[src/rtl/mmul_pkg.sv]
package mmul_pkg;
  localparam int NUM_REGS = 5;
  localparam int IDX_W    = 3;
  localparam int OFS_W    = 4;

  typedef enum logic [IDX_W-1:0] {
    IDX_OPX  = 3'd0,
    IDX_OPY  = 3'd1,
    IDX_CTL  = 3'd2,
    IDX_PLO  = 3'd3,
    IDX_PHI  = 3'd4
  } reg_idx_e;
endpackage

[src/rtl/mmul_addr_dec.sv]
module mmul_addr_dec
  import mmul_pkg::*;
#(
  parameter int ADDR_W = 16,
  parameter logic [ADDR_W-1:0] BASE_ADDR = 16'h0140
) (
  input  logic [ADDR_W-1:0]   addr_i,
  input  logic                en_i,
  input  logic                we_i,
  output logic [NUM_REGS-1:0] wr_sel_o,
  output logic [NUM_REGS-1:0] rd_sel_o
);
  logic             base_hit;
  logic [IDX_W-1:0] idx;

  assign base_hit = en_i && (addr_i[ADDR_W-1:OFS_W] == BASE_ADDR[ADDR_W-1:OFS_W]);
  assign idx      = addr_i[OFS_W-1:1];

  for (genvar i = 0; i < NUM_REGS; i++) begin : g_sel
    assign wr_sel_o[i] = base_hit &&  we_i && (idx == IDX_W'(i));
    assign rd_sel_o[i] = base_hit && !we_i && (idx == IDX_W'(i));
  end
endmodule

[src/rtl/mmul_edge_det.sv]
module mmul_edge_det (
  input  logic clk,
  input  logic rst_n,
  input  logic lvl_i,
  output logic rise_o
);
  logic prev_q;

  always_ff @(posedge clk or negedge rst_n) begin
    if (!rst_n) prev_q <= 1'b0;
    else        prev_q <= lvl_i;
  end

  assign rise_o = lvl_i & ~prev_q;
endmodule

[src/rtl/mmul_core.sv]
module mmul_core #(
  parameter int DATA_W = 16,
  localparam int PROD_W = 2 * DATA_W
) (
  input  logic [DATA_W-1:0] x_i,
  input  logic [DATA_W-1:0] y_i,
  output logic [PROD_W-1:0] prod_o
);
  assign prod_o = PROD_W'(x_i) * PROD_W'(y_i);
endmodule

[src/rtl/mmio_mult16.sv]
module mmio_mult16
  import mmul_pkg::*;
#(
  parameter int ADDR_W = 16,
  parameter int DATA_W = 16,
  parameter logic [ADDR_W-1:0] BASE_ADDR = 16'h0140
) (
  input  logic              clk,
  input  logic              rst_n,
  input  logic [ADDR_W-1:0] bus_addr,
  input  logic [DATA_W-1:0] bus_wdata,
  input  logic              bus_we,
  input  logic              bus_en,
  output logic [DATA_W-1:0] bus_rdata
);
  localparam int PROD_W = 2 * DATA_W;

  logic [NUM_REGS-1:0] wr_sel, rd_sel;
  logic [DATA_W-1:0]   opx_q, opx_d, opy_q, opy_d;
  logic [DATA_W-1:0]   plo_q, plo_d, phi_q, phi_d;
  logic                ctl_q, ctl_d;
  logic                start;
  logic                ctl_wr;
  logic [PROD_W-1:0]   product;

  mmul_addr_dec #(.ADDR_W(ADDR_W), .BASE_ADDR(BASE_ADDR)) dec_i (
    .addr_i   (bus_addr),
    .en_i     (bus_en),
    .we_i     (bus_we),
    .wr_sel_o (wr_sel),
    .rd_sel_o (rd_sel)
  );

  mmul_edge_det edge_i (
    .clk    (clk),
    .rst_n  (rst_n),
    .lvl_i  (ctl_q),
    .rise_o (start)
  );

  mmul_core #(.DATA_W(DATA_W)) core_i (
    .x_i    (opx_q),
    .y_i    (opy_q),
    .prod_o (product)
  );

  assign ctl_wr = wr_sel[IDX_CTL];

  // next-state logic
  always_comb begin
    opx_d = opx_q;
    opy_d = opy_q;
    ctl_d = ctl_q;
    plo_d = plo_q;
    phi_d = phi_q;
    if (wr_sel[IDX_OPX]) opx_d = bus_wdata;
    if (wr_sel[IDX_OPY]) opy_d = bus_wdata;
    if (ctl_wr)          ctl_d = bus_wdata[0];
    if (start) begin
      plo_d = product[DATA_W-1:0];
      phi_d = product[PROD_W-1:DATA_W];
    end
  end

  // registers
  always_ff @(posedge clk or negedge rst_n) begin
    if (!rst_n) begin
      opx_q <= '0;
      opy_q <= '0;
      ctl_q <= 1'b0;
      plo_q <= '0;
      phi_q <= '0;
    end else begin
      opx_q <= opx_d;
      opy_q <= opy_d;
      ctl_q <= ctl_d;
      plo_q <= plo_d;
      phi_q <= phi_d;
    end
  end

  // read-back: only product words are visible, zero otherwise
  always_comb begin
    bus_rdata = '0;
    if (rd_sel[IDX_PLO]) bus_rdata = plo_q;
    if (rd_sel[IDX_PHI]) bus_rdata = phi_q;
  end
endmodule

[config.mk]
export PLATFORM = sky130hd
export DESIGN_NAME = mmio_mult16
export DESIGN_NICKNAME = d
export VERILOG_FILES = /design/src/rtl/mmul_pkg.sv /design/src/rtl/mmul_addr_dec.sv /design/src/rtl/mmul_edge_det.sv /design/src/rtl/mmul_core.sv /design/src/rtl/mmio_mult16.sv
export SDC_FILE = /design/constraint.sdc
export NUM_CORES = 1
export LEC_CHECK = 0
export ABC_CLOCK_PERIOD_IN_PS = 5700
export BUFFER_PORTS_ARGS = -buffer_cell sky130_fd_sc_hd__buf_2
export CORE_MARGIN = 2
export CORE_UTILIZATION = 59
export DETAILED_ROUTE_END_ITERATION = 8
export GPL_ROUTABILITY_DRIVEN = 0
export PLACE_DENSITY = 0.84
export SETUP_SLACK_MARGIN = 0.1
export SLEW_MARGIN = 40
export SYNTH_ARGS = -nofsm -noshare
export SYNTH_HDL_FRONTEND = slang
export SYNTH_SLANG_ARGS = --single-unit
[constraint.sdc]
create_clock -name clk -period 5.7 [get_ports clk]
set_input_delay 0.285 -clock clk [delete_from_list [all_inputs] [get_ports clk]]
set_output_delay 0.285 -clock clk [all_outputs]
set_load 0.02 [all_outputs]
; After elaboration in Yosys (flattened, before gate mapping)
; Index checks and enable logic that the tools add are counted.
[op_classes]
bitwise_logic = 2
n_reduce_logical = 10
mul = 1
mux = 2
eq_ne = 5
[ops]
columns = op, count
row1 = 16-bit by 16-bit multiplier with 32-bit output, 1
row2 = 16-bit two-way mux, 2
row3 = 12-bit by 5-bit == test with 1-bit output (second input constant), 1
row4 = 1-bit logical AND, 8
row5 = 3-bit by 2-bit == test with 1-bit output (second input constant), 2
row6 = 3-bit by 1-bit == test with 1-bit output (second input constant), 1
row7 = 3-bit == test (second input constant), 1
row8 = 3-bit zero test, 1
row9 = 1-bit AND, 1
row10 = 1-bit zero test, 1
row11 = 1-bit NOT, 1
[word_totals]
output_inout_bits = 16
in_bits = 36
elab_cells = 26
regBits = 66

; Depth between registers and ports, before layout
[depth]
word_depth = 6
ltp_mapped = 22
ltp_nobuf = 19

; Modules after synthesis
; From an unflattened synthesis, not the netlist that was laid out.
[unflattened]
cells_unflattened = 1170
hier_area_um2 = 11641.2
[by_module_without_submodules]
columns = mod, cells_each, instances, area_each_um2, seq_area_each_um2
row1 = mmul_core, 984, 1, 8549.4, 0.0
row2 = mmio_mult16, 162, 1, 2869.0, 1626.6
row3 = mmul_addr_dec, 22, 1, 183.9, 0.0
row4 = mmul_edge_det, 2, 1, 38.8, 25.0

; Worst setup path after synthesis
; OpenSTA, ideal clock, no wires.
[synth_path]
path_kind = register to register
startpoint = reg opy_q[9]
endpoint = reg phi_q[9]
synth_period_minus_slack_ps = 5806
n_path_buf = 3
stages_incl_launch_ff = 23
setup_time_ps = 95
t_required_ps = 5605
setup_slack_ps = -106
arrival_ps = 5710
path_cell_list = dfrtp_1 -> clkbuf_1 -> clkbuf_1 -> nand2_1 -> fa_1 -> inv_1 -> fa_1 -> inv_1 -> fa_1 -> inv_1 -> fa_1 -> fa_1 -> inv_1 -> fa_1 -> inv_1 -> ha_1 -> clkbuf_2 -> nand4_1 -> or3_1 -> a2bb2oi_2 -> a2111oi_4 -> nor3_1 -> o31ai_1
[synth_between]
elab_chain_len = 1
[synth_rtl]
columns = element, line_no
row1 = "start, declared", mmio_mult16.sv:19  ; logic [DATA_W-1:0] opx_q, opx_d, opy_q, opy_d;
row2 = "start signal, assigned", mmio_mult16.sv:75  ; opy_q <= opy_d;
row3 = 16-bit by 16-bit multiplier with 32-bit output, mmul_core.sv:9  ; assign prod_o = PROD_W'(x_i) * PROD_W'(y_i);
row4 = "end signal, assigned", mmio_mult16.sv:78  ; phi_q <= phi_d;
row5 = "end, declared", mmio_mult16.sv:20  ; logic [DATA_W-1:0] plo_q, plo_d, phi_q, phi_d;
; No other way between the ends.
; A chain may end at the register's enable or synchronous reset.

; Worst setup path after layout
[layout_path]
startpoint = reg opx_q[6]
endpoint = reg phi_q[9]
[layout_between]
elab_chain_len = 1
[layout_rtl]
columns = element, line_no
row1 = "start, declared", mmio_mult16.sv:19
row2 = "start signal, assigned", mmio_mult16.sv:74  ; opx_q <= opx_d;
row3 = 16-bit by 16-bit multiplier with 32-bit output, mmul_core.sv:9
; No other way between the ends.

==> flow_metrics.env <==
export IMPL_ys_async_sr_fraction_pct=100
export IMPL_maxClockFrequency_ghz=0.168
export IMPL_num_io_pins=52
export IMPL_drt_iter0_markers=1003
export IMPL_p_int_mw=0.888
export IMPL_global_route_wire_length_before_repair_microns=49900
export IMPL_core_sq_mm=0.0188
export IMPL_place_worst_setup_slack_ns=-0.152
export IMPL_vias=10100
export IMPL_routedWlPerCell_microns=21.8
export IMPL_critical_path_top_delay_family="adder cells"
export IMPL_wirelength_microns=35500
export IMPL_ys_seq_elements=66
export IMPL_cts_buffer_depth=2
export IMPL_startpoint="opx_q[6]$_DFFE_PN0P_"
export IMPL_clkSinkCount=66
export IMPL_first_global_vias=10200
export IMPL_timing_final_crit_share_pct=104
export IMPL_die_h_microns=143
export IMPL_cp_arrival_ns=6.19
export IMPL_leakagePower_nw=7.04
export IMPL_critical_path_endpoint_type="flop"
export IMPL_gr_total_overflow=0
export IMPL_hold_slack_ns=-0.00147
export IMPL_timing_max_slew_rel_slack_pct=58.1
export IMPL_fillerInstances=1180
export IMPL_numPortBuffers=50
export IMPL_htreeDepth=3
export IMPL_sequential_fraction_of_design_power_pct=41.8
export IMPL_antenna_violations_before_repair=0
export IMPL_p_comb_share_pct=3.1
export IMPL_status="finished with violations"
export IMPL_worst_setup_path_start_kind="flop"
export IMPL_critPathMostFrequentCell="sky130_fd_sc_hd__fa_1"
export IMPL_failed_checks="negative hold slack, negative setup slack"
export IMPL_drive_above_1_share_pct=24.1
export IMPL_maximum_number_of_pins_on_one_net_before_global_route_repair=56
export IMPL_worstRegToRegCells=18
export IMPL_clock_latency_ns=0.34
export IMPL_firstDrtPassIters=6
export IMPL_worstPathBufferInverterCount=4
export IMPL_route_antenna_remaining_nets=0
export IMPL_row_count=50
export IMPL_final_period_minus_worst_setup_slack_ns=5.95
export IMPL_crit_path_largest_cell_delay_ns=0.57
export IMPL_synth_edf_count=0
export IMPL_fin_worst_skew_ns=0.00375
export IMPL_synthesis_area_sq_mm=0.0114
export IMPL_ctsRootBufferMaster="sky130_fd_sc_hd__clkbuf_16"
export IMPL_post_dp_hpwl_microns=22900
export IMPL_numCtsBuffers=9
export IMPL_yosys_most_used_dff="sky130_fd_sc_hd__dfrtp_1"
export IMPL_syn2layout_area_growth_pct=18.9
export IMPL_crit_slowest_cell="sky130_fd_sc_hd__fa_1"
export IMPL_yosysWarnings=0
export IMPL_ir_worst_vdd_mv=0.114
export IMPL_cp_data_required_time_ns=5.93
export IMPL_max_cap_violations=0
export IMPL_cts_tree="yes"
export IMPL_totalNegativeSetupSlack_ns=-1.80
export IMPL_switching_power_mw=0.235
export IMPL_drt_drc_violations_left=0
export IMPL_nets_finish=1701
export IMPL_timing_final_hold_violations=1
export IMPL_min_delay_worst_type="input pin to asynchronous set/reset pin"
export IMPL_cts_clk_slew_worst_paths_ns=0.06
export IMPL_crit_type="flop to flop"
export IMPL_grt_usage_pct=31.5
export IMPL_die_width_microns=143
export IMPL_clock_power_share_pct=55.1
export IMPL_finalMaxSlewViolations=0
export IMPL_timing_rr_start="opx_q[6]$_DFFE_PN0P_"
export IMPL_detail_route_vias_per_cell=6.17
export IMPL_crit_path_cells="buf_4 -> nand2_1 -> fa_1 -> inv_1 -> fa_1 -> fa_1 -> fa_1 -> fa_1 -> inv_1 -> fa_1 -> inv_1 -> ha_4 -> nand2_1 -> or3_4 -> a2bb2oi_4 -> a2111oi_4 -> nor3_2 -> o31ai_1"
export IMPL_critical_path_depth=18
export IMPL_postLayoutCoreUtil_pct=72.2
export IMPL_initial_utilization_pct=60.7
export IMPL_insertedDiodeCount=0
export IMPL_multi_input_comb_area_sq_mm=0.00907
export IMPL_worst_slew_pin_transition_ns=0.629
export IMPL_postLayoutSetupSlackWorst_ns=-0.255
export IMPL_synthesis_instances=1231
export IMPL_mappedNetlistNets=1565
export IMPL_synth_sequential_area_ratio_pct=14.4
export IMPL_avgSynthCellArea_sq_um=9.29
export IMPL_power_switching_fraction_pct=20.9
export IMPL_design_power_total_mw=1.12
export IMPL_power_density_mw_per_mm2=82.6
export IMPL_worst_path_max_fanout=8
export IMPL_fp_dieArea_sq_mm=0.0205
export IMPL_seqCellArea_sq_mm=0.00168
export IMPL_rsz0062_at_grt="yes"
export IMPL_finalSetupViolCount=12
export IMPL_synth_lib_cells_used_distinct=61
Yosys cell counts, drive strengths merged (3+ instances only):
library cell  count  area share [%]
a21o             17             1.1
clkbuf           55             1.8
nand4            12            0.66
nand2b            4            0.22
o21a              9            0.59
inv             229             7.5
nor4              3            0.16
xnor2            11            0.84
a31oi             6            0.33
buf               5            0.33
fa              194              34
dfrtp            66              14
a211oi            5            0.33
and3              4            0.22
and2            124             6.8
a21oi            25             1.1
o21ai            24             1.1
mux2             34             3.3
a31o              3            0.23
a22o             16             1.2
o31ai             8            0.53
nor3             11            0.58
xor2              5            0.38
o211ai            9            0.59
ha              104              11
nand3            10            0.44
nand2           195             6.4
o21bai            4            0.26
nor2              6            0.20
power by group through the flow:
stage	registers, mW	logic [mW]	clock network, mW
after detailed placement	0.478	0.0310	0
final	0.469	0.0343	0.619
after floorplan	0.477	0.00259	0
after global routing	0.469	0.0367	0.642
after global placement	0.478	0.0287	0
after CTS	0.469	0.0313	0.620
flip-flops by register name (all words and copies together) (netlist names):
name	count
ctl_q	1
phi_q	16
opy_q	16
opx_q	16
plo_q	16
edge_i.prev_q	1
cell families after synthesis:
logic type                 after synthesis  share of synthesized area [%]
and+or+nand+nor                        385                           16.9
adders and majority gates              298                           45.3
buffers and inverters                  289                           9.66
AOI/OAI and AO/OA                      142                           8.95
DFF                                     66                           14.4
muxes                                   35                           3.44
xor gates and xnor gates                16                           1.23
layout by cell type, fill, tap and decap left out, types with 10 or more instances in the layout:
| cell | synthesis | routed |
|---|---|---|
| sky130_fd_sc_hd__mux2_2 | 34 | 34 |
| sky130_fd_sc_hd__buf_2 | 3 | 50 |
| sky130_fd_sc_hd__nand2_1 | 195 | 192 |
| sky130_fd_sc_hd__dfrtp_1 | 66 | 41 |
| sky130_fd_sc_hd__buf_6 | 0 | 10 |
| sky130_fd_sc_hd__dfrtp_2 | 0 | 25 |
| sky130_fd_sc_hd__o21ai_0 | 22 | 20 |
| sky130_fd_sc_hd__and2_1 | 124 | 119 |
| sky130_fd_sc_hd__a22o_1 | 16 | 16 |
| sky130_fd_sc_hd__a21oi_1 | 25 | 17 |
| sky130_fd_sc_hd__ha_4 | 0 | 11 |
| sky130_fd_sc_hd__a21o_1 | 17 | 17 |
| sky130_fd_sc_hd__buf_4 | 1 | 123 |
| sky130_fd_sc_hd__inv_1 | 229 | 225 |
| sky130_fd_sc_hd__nand4_1 | 12 | 12 |
| sky130_fd_sc_hd__fa_1 | 194 | 188 |
| sky130_fd_sc_hd__nand3_1 | 10 | 10 |
| sky130_fd_sc_hd__ha_1 | 104 | 91 |
worst register-to-register path, cell delays in order, from the launching register on:
cell and delay (ns):
sky130_fd_sc_hd__dfrtp_2 0.46, sky130_fd_sc_hd__buf_4 0.20, sky130_fd_sc_hd__nand2_1 0.09, sky130_fd_sc_hd__fa_1 0.53
sky130_fd_sc_hd__inv_1 0.06, sky130_fd_sc_hd__fa_1 0.57, sky130_fd_sc_hd__fa_1 0.45, sky130_fd_sc_hd__fa_1 0.54
sky130_fd_sc_hd__fa_1 0.56, sky130_fd_sc_hd__inv_1 0.11, sky130_fd_sc_hd__fa_1 0.50, sky130_fd_sc_hd__inv_1 0.08
sky130_fd_sc_hd__ha_4 0.33, sky130_fd_sc_hd__nand2_1 0.12, sky130_fd_sc_hd__or3_4 0.38, sky130_fd_sc_hd__a2bb2oi_4 0.19
sky130_fd_sc_hd__a2111oi_4 0.34, sky130_fd_sc_hd__nor3_2 0.07, sky130_fd_sc_hd__o31ai_1 0.28
final cells by class:
cell class                 instances  area share, %
clock buffer                      12           1.89
tap                              260           2.39
clock inverter                     4          0.543
sequential                        66           12.4
timing repair buffer             185           9.75
inverter                         229           6.32
multi-input combinational        876           66.7
routing by layer:
layer  part of all wire [%]  global-route usage (%)  wire length, microns
met1                     34                    39.5                 11900
met2                     48                    52.6                 17200
met3                     10                    6.07                  3550
met4                    8.0                    15.4                  2830
met5                      0                       0                     0
per-stage QoR:
stage / cells / area, sq um
after detailed placement: 1577 / 12500
after global placement: 1574 / 12500
after floorplan: 1231 / 11500
after CTS: 1610 / 13200
after global routing: 1632 / 13600
final: 1632 / 13600
repair_timing:
| item | in CTS | in global routing |
|---|---|---|
| hold buffers | 0 | 0 |
| setup endpoints to repair | 18 | 20 |
| buffers inserted | 17 | 22 |
| resized for setup | 54 | 58 |
| hold endpoints to repair | 0 | 0 |
| cloned | 0 | 0 |
| pin swaps | 16 | 19 |
path summary, 6_finish.rpt:
kind	endpoint	slack (ns)
worst max-delay path	phi_q[9]$_DFFE_PN0P_	-0.25
worst min-delay path	ctl_q$_DFFE_PN0P_	-0.001
worst max register to register	phi_q[9]$_DFFE_PN0P_	-0.25
worst min register to register	edge_i.prev_q$_DFF_PN0_	0.45
max in group asynchronous	opy_q[2]$_DFFE_PN0P_	5.13
min in group clk	opx_q[8]$_DFFE_PN0P_	0.20
Note: power is estimated with default switching activity, not from simulation.
